===== config.mk =====
export PLATFORM = sky130hd
export DESIGN_NAME = eep_wprot
export DESIGN_NICKNAME = d
export VERILOG_FILES = /design/src/rtl/eep_wprot_pkg.sv /design/src/rtl/eep_wprot_guard.sv /design/src/rtl/eep_wprot_timer.sv /design/src/rtl/eep_wprot_statreg.sv /design/src/rtl/eep_wprot.sv
export SDC_FILE = /design/constraint.sdc
export NUM_CORES = 1
export LEC_CHECK = 0
export ABC_CLOCK_PERIOD_IN_PS = 2350
export BUFFER_PORTS_ARGS = -buffer_cell sky130_fd_sc_hd__buf_4
export CAP_MARGIN = 5
export CORE_MARGIN = 5
export CORE_UTILIZATION = 51
export DETAILED_ROUTE_END_ITERATION = 8
export PLACE_DENSITY_LB_ADDON = 0.25
export SYNTH_ARGS = -nofsm -noshare
export SYNTH_HDL_FRONTEND = slang
export SYNTH_SLANG_ARGS = --single-unit

===== constraint.sdc =====
create_clock -name clk -period 2.35 [get_ports clk]
set_clock_uncertainty 0.2 [all_clocks]
set_input_delay 0.235 -clock clk [delete_from_list [all_inputs] [get_ports clk]]
set_output_delay 0.235 -clock clk [all_outputs]
set_load 0.02 [all_outputs]

===== src/rtl/eep_wprot_pkg.sv =====
package eep_wprot_pkg;

  typedef enum logic [1:0] {
    OP_NONE = 2'd0,
    OP_STAT = 2'd1,
    OP_ARR  = 2'd2
  } wop_e;

  typedef enum logic [2:0] {
    C_IDLE  = 3'd0,
    C_WRDI  = 3'd1,
    C_WREN  = 3'd2,
    C_WRSR  = 3'd3,
    C_WRITE = 3'd4,
    C_START = 3'd5
  } cmd_e;

  typedef struct packed {
    logic       wpen;
    logic [1:0] bp;
  } nv_t;

  // one command per cycle; clearing the latch wins over everything
  function automatic cmd_e pick_cmd(input logic wrdi, input logic wren,
                                    input logic wrsr, input logic wr,
                                    input logic start);
    if (wrdi)       return C_WRDI;
    else if (wren)  return C_WREN;
    else if (wrsr)  return C_WRSR;
    else if (wr)    return C_WRITE;
    else if (start) return C_START;
    return C_IDLE;
  endfunction

  // lowest protected address for a block-protect code in an array of 2^aw bytes
  function automatic logic [31:0] zone_floor(input logic [1:0] bp, input int aw);
    logic [31:0] span;
    span = 32'd1 << aw;
    case (bp)
      2'b01:   return span - (span >> 2);
      2'b10:   return span >> 1;
      2'b11:   return 32'd0;
      default: return span;
    endcase
  endfunction

  function automatic logic zone_locked(input logic [1:0] bp, input logic [31:0] addr,
                                       input int aw);
    return (bp != 2'b00) && (addr >= zone_floor(bp, aw));
  endfunction

  function automatic nv_t unpack_nv(input logic [7:0] d);
    nv_t n;
    n.wpen = d[7];
    n.bp   = d[3:2];
    return n;
  endfunction

  function automatic logic [7:0] pack_status(input nv_t nv, input logic wel,
                                             input logic busy);
    return {nv.wpen, 3'b000, nv.bp, wel, busy};
  endfunction

endpackage


===== src/rtl/eep_wprot_guard.sv =====
module eep_wprot_guard
  import eep_wprot_pkg::*;
#(
  parameter int ADDR_W = 10
) (
  input  logic              clk,
  input  logic              rst_n,
  input  nv_t               nv,
  input  logic              wel,
  input  logic              wp_n,
  input  logic              lockout,
  input  logic [ADDR_W-1:0] addr,
  output logic              hw_lock,
  output logic              zone_hit,
  output logic              stat_ok,
  output logic              arr_ok
);

  logic [31:0] addr_ext;

  always_comb begin
    addr_ext = 32'(addr);
    hw_lock  = nv.wpen && !wp_n;
    zone_hit = zone_locked(nv.bp, addr_ext, ADDR_W);
    stat_ok  = wel && !hw_lock && !lockout;
    arr_ok   = wel && !zone_hit && !lockout;
  end

  p_hw_stat_r4: assert property (@(posedge clk) disable iff (!rst_n)
    hw_lock |-> !stat_ok);

  p_zone_deny_r3: assert property (@(posedge clk) disable iff (!rst_n)
    zone_hit |-> !arr_ok);

  p_full_zone_r3: assert property (@(posedge clk) disable iff (!rst_n)
    (nv.bp == 2'b11) |-> zone_hit);

  p_need_wel_r6: assert property (@(posedge clk) disable iff (!rst_n)
    !wel |-> !(stat_ok || arr_ok));

  p_lockout_r11: assert property (@(posedge clk) disable iff (!rst_n)
    lockout |-> !(stat_ok || arr_ok));

endmodule


===== src/rtl/eep_wprot_timer.sv =====
module eep_wprot_timer #(
  parameter int WRITE_CYC = 250000,
  parameter int PWRUP_CYC = 50000
) (
  input  logic clk,
  input  logic rst_n,
  input  logic start,
  output logic busy,
  output logic done,
  output logic lockout
);

  localparam int WCW = $clog2(WRITE_CYC + 1);
  localparam int PCW = $clog2(PWRUP_CYC + 1);

  logic [WCW-1:0] wcnt;
  logic [PCW-1:0] pcnt;

  always_ff @(posedge clk or negedge rst_n) begin
    if (!rst_n) begin
      pcnt <= PCW'(PWRUP_CYC);
    end else if (pcnt != '0) begin
      pcnt <= pcnt - 1'b1;
    end
  end

  assign lockout = (pcnt != '0);

  always_ff @(posedge clk or negedge rst_n) begin
    if (!rst_n) begin
      busy <= 1'b0;
      wcnt <= '0;
    end else if (!busy && start) begin
      busy <= 1'b1;
      wcnt <= WCW'(WRITE_CYC - 1);
    end else if (busy) begin
      if (wcnt == '0) busy <= 1'b0;
      else            wcnt <= wcnt - 1'b1;
    end
  end

  assign done = busy && (wcnt == '0);

  // length of the busy period, measured independently of wcnt
  logic [31:0] run_len;
  always_ff @(posedge clk or negedge rst_n) begin
    if (!rst_n)    run_len <= '0;
    else if (busy) run_len <= run_len + 1'b1;
    else           run_len <= '0;
  end

  p_len_r8: assert property (@(posedge clk) disable iff (!rst_n)
    $fell(busy) |-> (run_len == 32'(WRITE_CYC)));

  p_start_r8: assert property (@(posedge clk) disable iff (!rst_n)
    (start && !busy) |=> busy);

  p_lock_once_r11: assert property (@(posedge clk) disable iff (!rst_n)
    !lockout |=> !lockout);

endmodule


===== src/rtl/eep_wprot_statreg.sv =====
module eep_wprot_statreg
  import eep_wprot_pkg::*;
#(
  parameter logic       RST_WPEN = 1'b0,
  parameter logic [1:0] RST_BP   = 2'b00
) (
  input  logic       clk,
  input  logic       rst_n,
  input  cmd_e       cmd,
  input  logic [7:0] wrsr_data,
  input  logic       stat_ok,
  input  logic       arr_ok,
  input  logic       busy,
  input  logic       done,
  output nv_t        nv,
  output logic       wel,
  output logic       fire,
  output logic       sr_grant,
  output logic       sr_deny,
  output logic       ar_grant,
  output logic       ar_deny
);

  wop_e pend;
  wop_e run_op;
  nv_t  stage;

  assign fire = !busy && (cmd == C_START) && (pend != OP_NONE);

  always_ff @(posedge clk or negedge rst_n) begin
    if (!rst_n) begin
      nv       <= '{wpen: RST_WPEN, bp: RST_BP};
      wel      <= 1'b0;
      pend     <= OP_NONE;
      run_op   <= OP_NONE;
      stage    <= '0;
      sr_grant <= 1'b0;
      sr_deny  <= 1'b0;
      ar_grant <= 1'b0;
      ar_deny  <= 1'b0;
    end else begin
      sr_grant <= 1'b0;
      sr_deny  <= 1'b0;
      ar_grant <= 1'b0;
      ar_deny  <= 1'b0;
      if (busy) begin
        if (done) begin
          wel    <= 1'b0;
          run_op <= OP_NONE;
          if (run_op == OP_STAT) nv <= stage;
        end
      end else begin
        unique case (cmd)
          C_WREN: begin
            wel  <= 1'b1;
            pend <= OP_NONE;
          end
          C_WRDI: begin
            wel  <= 1'b0;
            pend <= OP_NONE;
          end
          C_WRSR: begin
            if (stat_ok) begin
              pend     <= OP_STAT;
              stage    <= unpack_nv(wrsr_data);
              sr_grant <= 1'b1;
            end else begin
              pend    <= OP_NONE;
              wel     <= 1'b0;
              sr_deny <= 1'b1;
            end
          end
          C_WRITE: begin
            if (arr_ok) begin
              pend     <= OP_ARR;
              ar_grant <= 1'b1;
            end else begin
              pend    <= OP_NONE;
              wel     <= 1'b0;
              ar_deny <= 1'b1;
            end
          end
          C_START: begin
            run_op <= pend;
            pend   <= OP_NONE;
          end
          default: ;
        endcase
      end
    end
  end

  p_grant_wel_r6: assert property (@(posedge clk) disable iff (!rst_n)
    (sr_grant || ar_grant) |-> wel);

  p_deny_clears_r7: assert property (@(posedge clk) disable iff (!rst_n)
    (sr_deny || ar_deny) |-> !wel);

  p_done_clears_r8: assert property (@(posedge clk) disable iff (!rst_n)
    done |=> !wel);

  p_busy_hold_r10: assert property (@(posedge clk) disable iff (!rst_n)
    (busy && !done) |=> ($stable(nv) && $stable(wel)));

  p_busy_quiet_r10: assert property (@(posedge clk) disable iff (!rst_n)
    $past(busy) |-> !(sr_grant || sr_deny || ar_grant || ar_deny));

endmodule


===== src/rtl/eep_wprot.sv =====
module eep_wprot
  import eep_wprot_pkg::*;
#(
  parameter int         ADDR_W    = 10,
  parameter int         WRITE_CYC = 250000,
  parameter int         PWRUP_CYC = 50000,
  parameter logic       RST_WPEN  = 1'b0,
  parameter logic [1:0] RST_BP    = 2'b00
) (
  input  logic              clk,
  input  logic              rst_n,
  input  logic              wp_n,
  input  logic              cmd_wren,
  input  logic              cmd_wrdi,
  input  logic              cmd_wrsr,
  input  logic [7:0]        wrsr_data,
  input  logic              cmd_write,
  input  logic [ADDR_W-1:0] write_addr,
  input  logic              start_wr,
  output logic [7:0]        status_q,
  output logic              wrsr_grant,
  output logic              wrsr_deny,
  output logic              write_grant,
  output logic              write_deny,
  output logic              busy
);

  cmd_e cmd;
  nv_t  nv;
  logic wel, fire, done, lockout;
  logic hw_lock, zone_hit, stat_ok, arr_ok;

  assign cmd = pick_cmd(cmd_wrdi, cmd_wren, cmd_wrsr, cmd_write, start_wr);

  eep_wprot_timer #(
    .WRITE_CYC(WRITE_CYC),
    .PWRUP_CYC(PWRUP_CYC)
  ) u_timer (
    .clk    (clk),
    .rst_n  (rst_n),
    .start  (fire),
    .busy   (busy),
    .done   (done),
    .lockout(lockout)
  );

  eep_wprot_guard #(
    .ADDR_W(ADDR_W)
  ) u_guard (
    .clk     (clk),
    .rst_n   (rst_n),
    .nv      (nv),
    .wel     (wel),
    .wp_n    (wp_n),
    .lockout (lockout),
    .addr    (write_addr),
    .hw_lock (hw_lock),
    .zone_hit(zone_hit),
    .stat_ok (stat_ok),
    .arr_ok  (arr_ok)
  );

  eep_wprot_statreg #(
    .RST_WPEN(RST_WPEN),
    .RST_BP  (RST_BP)
  ) u_stat (
    .clk      (clk),
    .rst_n    (rst_n),
    .cmd      (cmd),
    .wrsr_data(wrsr_data),
    .stat_ok  (stat_ok),
    .arr_ok   (arr_ok),
    .busy     (busy),
    .done     (done),
    .nv       (nv),
    .wel      (wel),
    .fire     (fire),
    .sr_grant (wrsr_grant),
    .sr_deny  (wrsr_deny),
    .ar_grant (write_grant),
    .ar_deny  (write_deny)
  );

  assign status_q = pack_status(nv, wel, busy);

  p_fmt_r1: assert property (@(posedge clk) disable iff (!rst_n)
    (status_q[6:4] == 3'b000) && (status_q[0] == busy));

  p_excl_r12: assert property (@(posedge clk) disable iff (!rst_n)
    !(wrsr_grant && wrsr_deny) && !(write_grant && write_deny));

  p_sr_src_r12: assert property (@(posedge clk) disable iff (!rst_n)
    (wrsr_grant || wrsr_deny) |-> $past(cmd_wrsr));

  p_lock_idle_r11: assert property (@(posedge clk) disable iff (!rst_n)
    lockout |-> !busy);

  p_hw_grant_r4: assert property (@(posedge clk) disable iff (!rst_n)
    (cmd_wrsr && !cmd_wrdi && !cmd_wren && !busy && hw_lock) |=> !wrsr_grant);

endmodule


==> impl_metrics.tcl <==
set metrics [dict create \
    outcome "finished, violations left" \
    violations "negative setup slack" \
    vias 1902 \
    reg2reg_from "u_timer.wcnt[4]" \
    synth_area_leader_cell "dfrtp_1" \
    drc 0 \
    cts.root.buffer_cell "clkbuf_8" \
    required_ns 2.34 \
    finalSetupTns_ns -0.0973 \
    path_class "register to register" \
    clockBufferDepth 2 \
    rsz0062_at_grt "yes" \
    start_util_pct 53.2 \
    setup_viol_count_final 3 \
    grt_max_degree 51 \
    drt-initial-drc-count 104 \
    grt_pass1_wl_mm 9.00 \
    die-area_um2 6500 \
    crit_chain "or4_4, or3_4, nor2_4, and4b_2, mux2_4" \
    syn_area_um2 2540 \
    synth_seq_area_share_pct 49.5 \
    r2r_slack_ns -0.04 \
    cp_max_fo 3 \
    fin_crit_ns 2.39 \
    switching_share_pct 21.5 \
    crit_path_start_kind "register" \
    avgSynthCellArea_um2 10.6 \
    max-slew-margin-rel_pct 59.2 \
    post-route-util_pct 67.9 \
    pin_count 39 \
    die_w_um 80.6 \
    synth_area_leaders "dfrtp_1 (43%), dfstp_2 (6.2%), xor2_1 (4.8%), ha_1 (3.9%), nand2_1 (3.8%)" \
    setup.worst_path.end_class "register" \
    first_pass_iters 4 \
    drtAntennaViolNets 0 \
    grt_remaining_overflow 0 \
    p_comb_share_pct 5.2 \
    hold_path_depth 3 \
    rr_endpoint "u_stat.nv[0]" \
    slowest_stage "or4_4" \
    pwr-share-clk_pct 38.8 \
    wl_per_cell_um 14.0 \
    maxCapViolCount 0 \
    hold_viol 0 \
    finalWorstSetupSlack_ns -0.0354 \
    holdWs_ns 0.0463 \
    antenna_found_initial 0 \
    p_per_area_nw_per_um2 483 \
    p_int_w 0.00123 \
    synth_top_area_share_pct 43.3 \
    cts.sinks 50 \
    fill_cells 370 \
    synth.yosys.warnings 0 \
    via_per_inst 5.18 \
    fin_crit_sh_pct 102 \
    synth-edff-count 0 \
    drv_slew 0 \
    syn2layout_area_growth_pct 27.7 \
    cts_tree "done" \
    core_area_um2 4790 \
    ir_drop_mv 0.351 \
    worst_ep_arrival_time_ns 2.38 \
    path_clk_slew_ns 0.10 \
    drt-total-wl_mm 5.12 \
    io_buffers 30 \
    htreeDepth 2 \
    place_inst 351 \
    cts_buffers 5 \
    synth.distinct_cells 51 \
    final_cell_count_no_fill 367 \
    layout-drive-gt1-share_pct 32.0 \
    hold_class "input port to register" \
    cpPeakStageDelay_ns 0.54 \
    async_flop_share_pct 100 \
    final_nets 333 \
    fmax_ghz 0.419 \
    leakage_nw 1.53 \
    clkLatencyLatePin_ns 0.30 \
    antennaDiodeCount 0 \
    min_to "u_stat.sr_deny" \
    finalPower_w 0.00157 \
    dieHeight_um 80.6 \
    p_switching_w 0.000338 \
    min_from "wp_n" \
    netlist_instances 240 \
    worst_slew_pin_slew_ns 0.612 \
    grtUsageTotal_pct 18.0 \
    grt_pass1_vias 1922 \
    fp-row-count 25 \
    ys.flop_type "dfrtp_1" \
    place_hpwl_mm 3.67 \
    synth_seq_cells 50 \
    ff2ff_path_depth 5 \
    seq_power_share_pct 56.0 \
    place.gp.congestion 0.847 \
]
[state kept, by name (all words and copies together), names as in the netlist]
register and count:
u_stat.nv 3, u_timer.pcnt 16, u_timer.busy 1, u_timer.wcnt 18, u_stat.pend 2, u_stat.sr_grant 1, u_stat.ar_grant 1, u_stat.run_op 2
u_stat.wel 1, u_stat.stage 3, u_stat.sr_deny 1, u_stat.ar_deny 1
[routing by layer]
metal,vias to the layer above,part of all wire (%),global-route usage [%]
met1,923,47,23.1
met3,7,3.3,4.37
met4,0,1.2,6.08
met5,-,0,0
met2,24,49,29.6
li1,948,-,-
[stage by stage]
step | setup WS (ns) | instance area, um2
after global placement | -0.0562 | 2950
after CTS | -0.0318 | 3170
after global routing | -0.0787 | 3250
final | -0.0354 | 3250
after detailed placement | -0.0827 | 2950
after floorplan | -0.0578 | 2550
[placed cells by master (no fill, tap or decap), types with 8 or more instances in the layout]
cell type,count
xor2_1,14
dfrtp_1,44
ha_1,8
nor3_1,9
nor2_1,24
buf_4,50
nand2_1,26
xnor2_1,9
inv_1,11
[power by group through the flow]
| stage | clock [W] | sequential, W | combinational [W] |
|---|---|---|---|
| final | 0.000609 | 0.000879 | 0.0000819 |
| after global routing | 0.000664 | 0.000881 | 0.0000924 |
| after CTS | 0.000628 | 0.000879 | 0.0000789 |
| after detailed placement | 0 | 0.000896 | 0.0000720 |
| after global placement | 0 | 0.000895 | 0.0000695 |
| after floorplan | 0 | 0.000894 | 0.0000242 |
[worst max path at each step]
stage | startpoint | to | slack, ns | cells after the start
after CTS | u_timer.wcnt[4] | u_timer.wcnt[16] | -0.03 | 6
after global placement | u_timer.wcnt[5] | u_timer.wcnt[17] | -0.06 | 6
after global routing | u_timer.wcnt[4] | u_stat.nv[0] | -0.08 | 5
after floorplan | u_timer.wcnt[4] | u_stat.nv[0] | -0.06 | 6
final | u_timer.wcnt[4] | u_stat.nv[0] | -0.04 | 5
after detailed placement | u_timer.wcnt[4] | u_timer.wcnt[15] | -0.08 | 6
[worst max-delay path, delay by kind of cell (launching register included)]
kind | cells | cell delay, ns
muxes | 1 | 0.31
DFF | 1 | 0.39
and+or+nand+nor | 4 | 1.37
[area by class of cell]
cell class	instances	area (um2)	share of cell area, %
multi-input cells	174	1300	40.1
flip-flops and latches	50	1260	38.7
repair buffers	57	450	13.9
well taps	67	83.8	2.58
clock buffers	5	68.8	2.12
clock inverters	3	43.8	1.35
inverters	11	41.3	1.27
[cell usage after synthesis, types with 2 or more instances]
library cell and number:
mux2i_1 3, nor2b_1 3, a21oi_1 4, nor2_1 24, or2_2 3, nand2b_1 3, nor4b_2 2, xnor2_1 9
nand3_1 5, mux2_1 3, ha_1 8, xor2_1 14, o41ai_1 2, o211ai_1 2, a21boi_0 2, dfrtp_1 44
inv_1 11, nand4b_1 3, nor3_1 9, nor4_1 9, a41oi_1 2, dfstp_2 6, o21ai_2 2, buf_4 5
nand4_1 4, nand2_1 26, mux2_2 5, or3_1 4
[repair_timing]
action	CTS	global route
pin swaps	0	8
cloned	0	0
setup buffers	0	2
resized for setup	9	11
hold buffers	5	1
endpoints found under the hold margin	49	1
endpoints found under the setup margin	15	19
[cells by family after synthesis]
family	synth area share [%]
other	0.147
AND/OR/NAND/NOR	23.5
multiplexers	4.72
AO/OA/AOI/OAI	6.69
buffers and inverters	3.69
XOR/XNOR	7.92
flip-flops	49.5
adder cells (fa/ha/maj)	3.93
(Power assumes the default switching activity.)
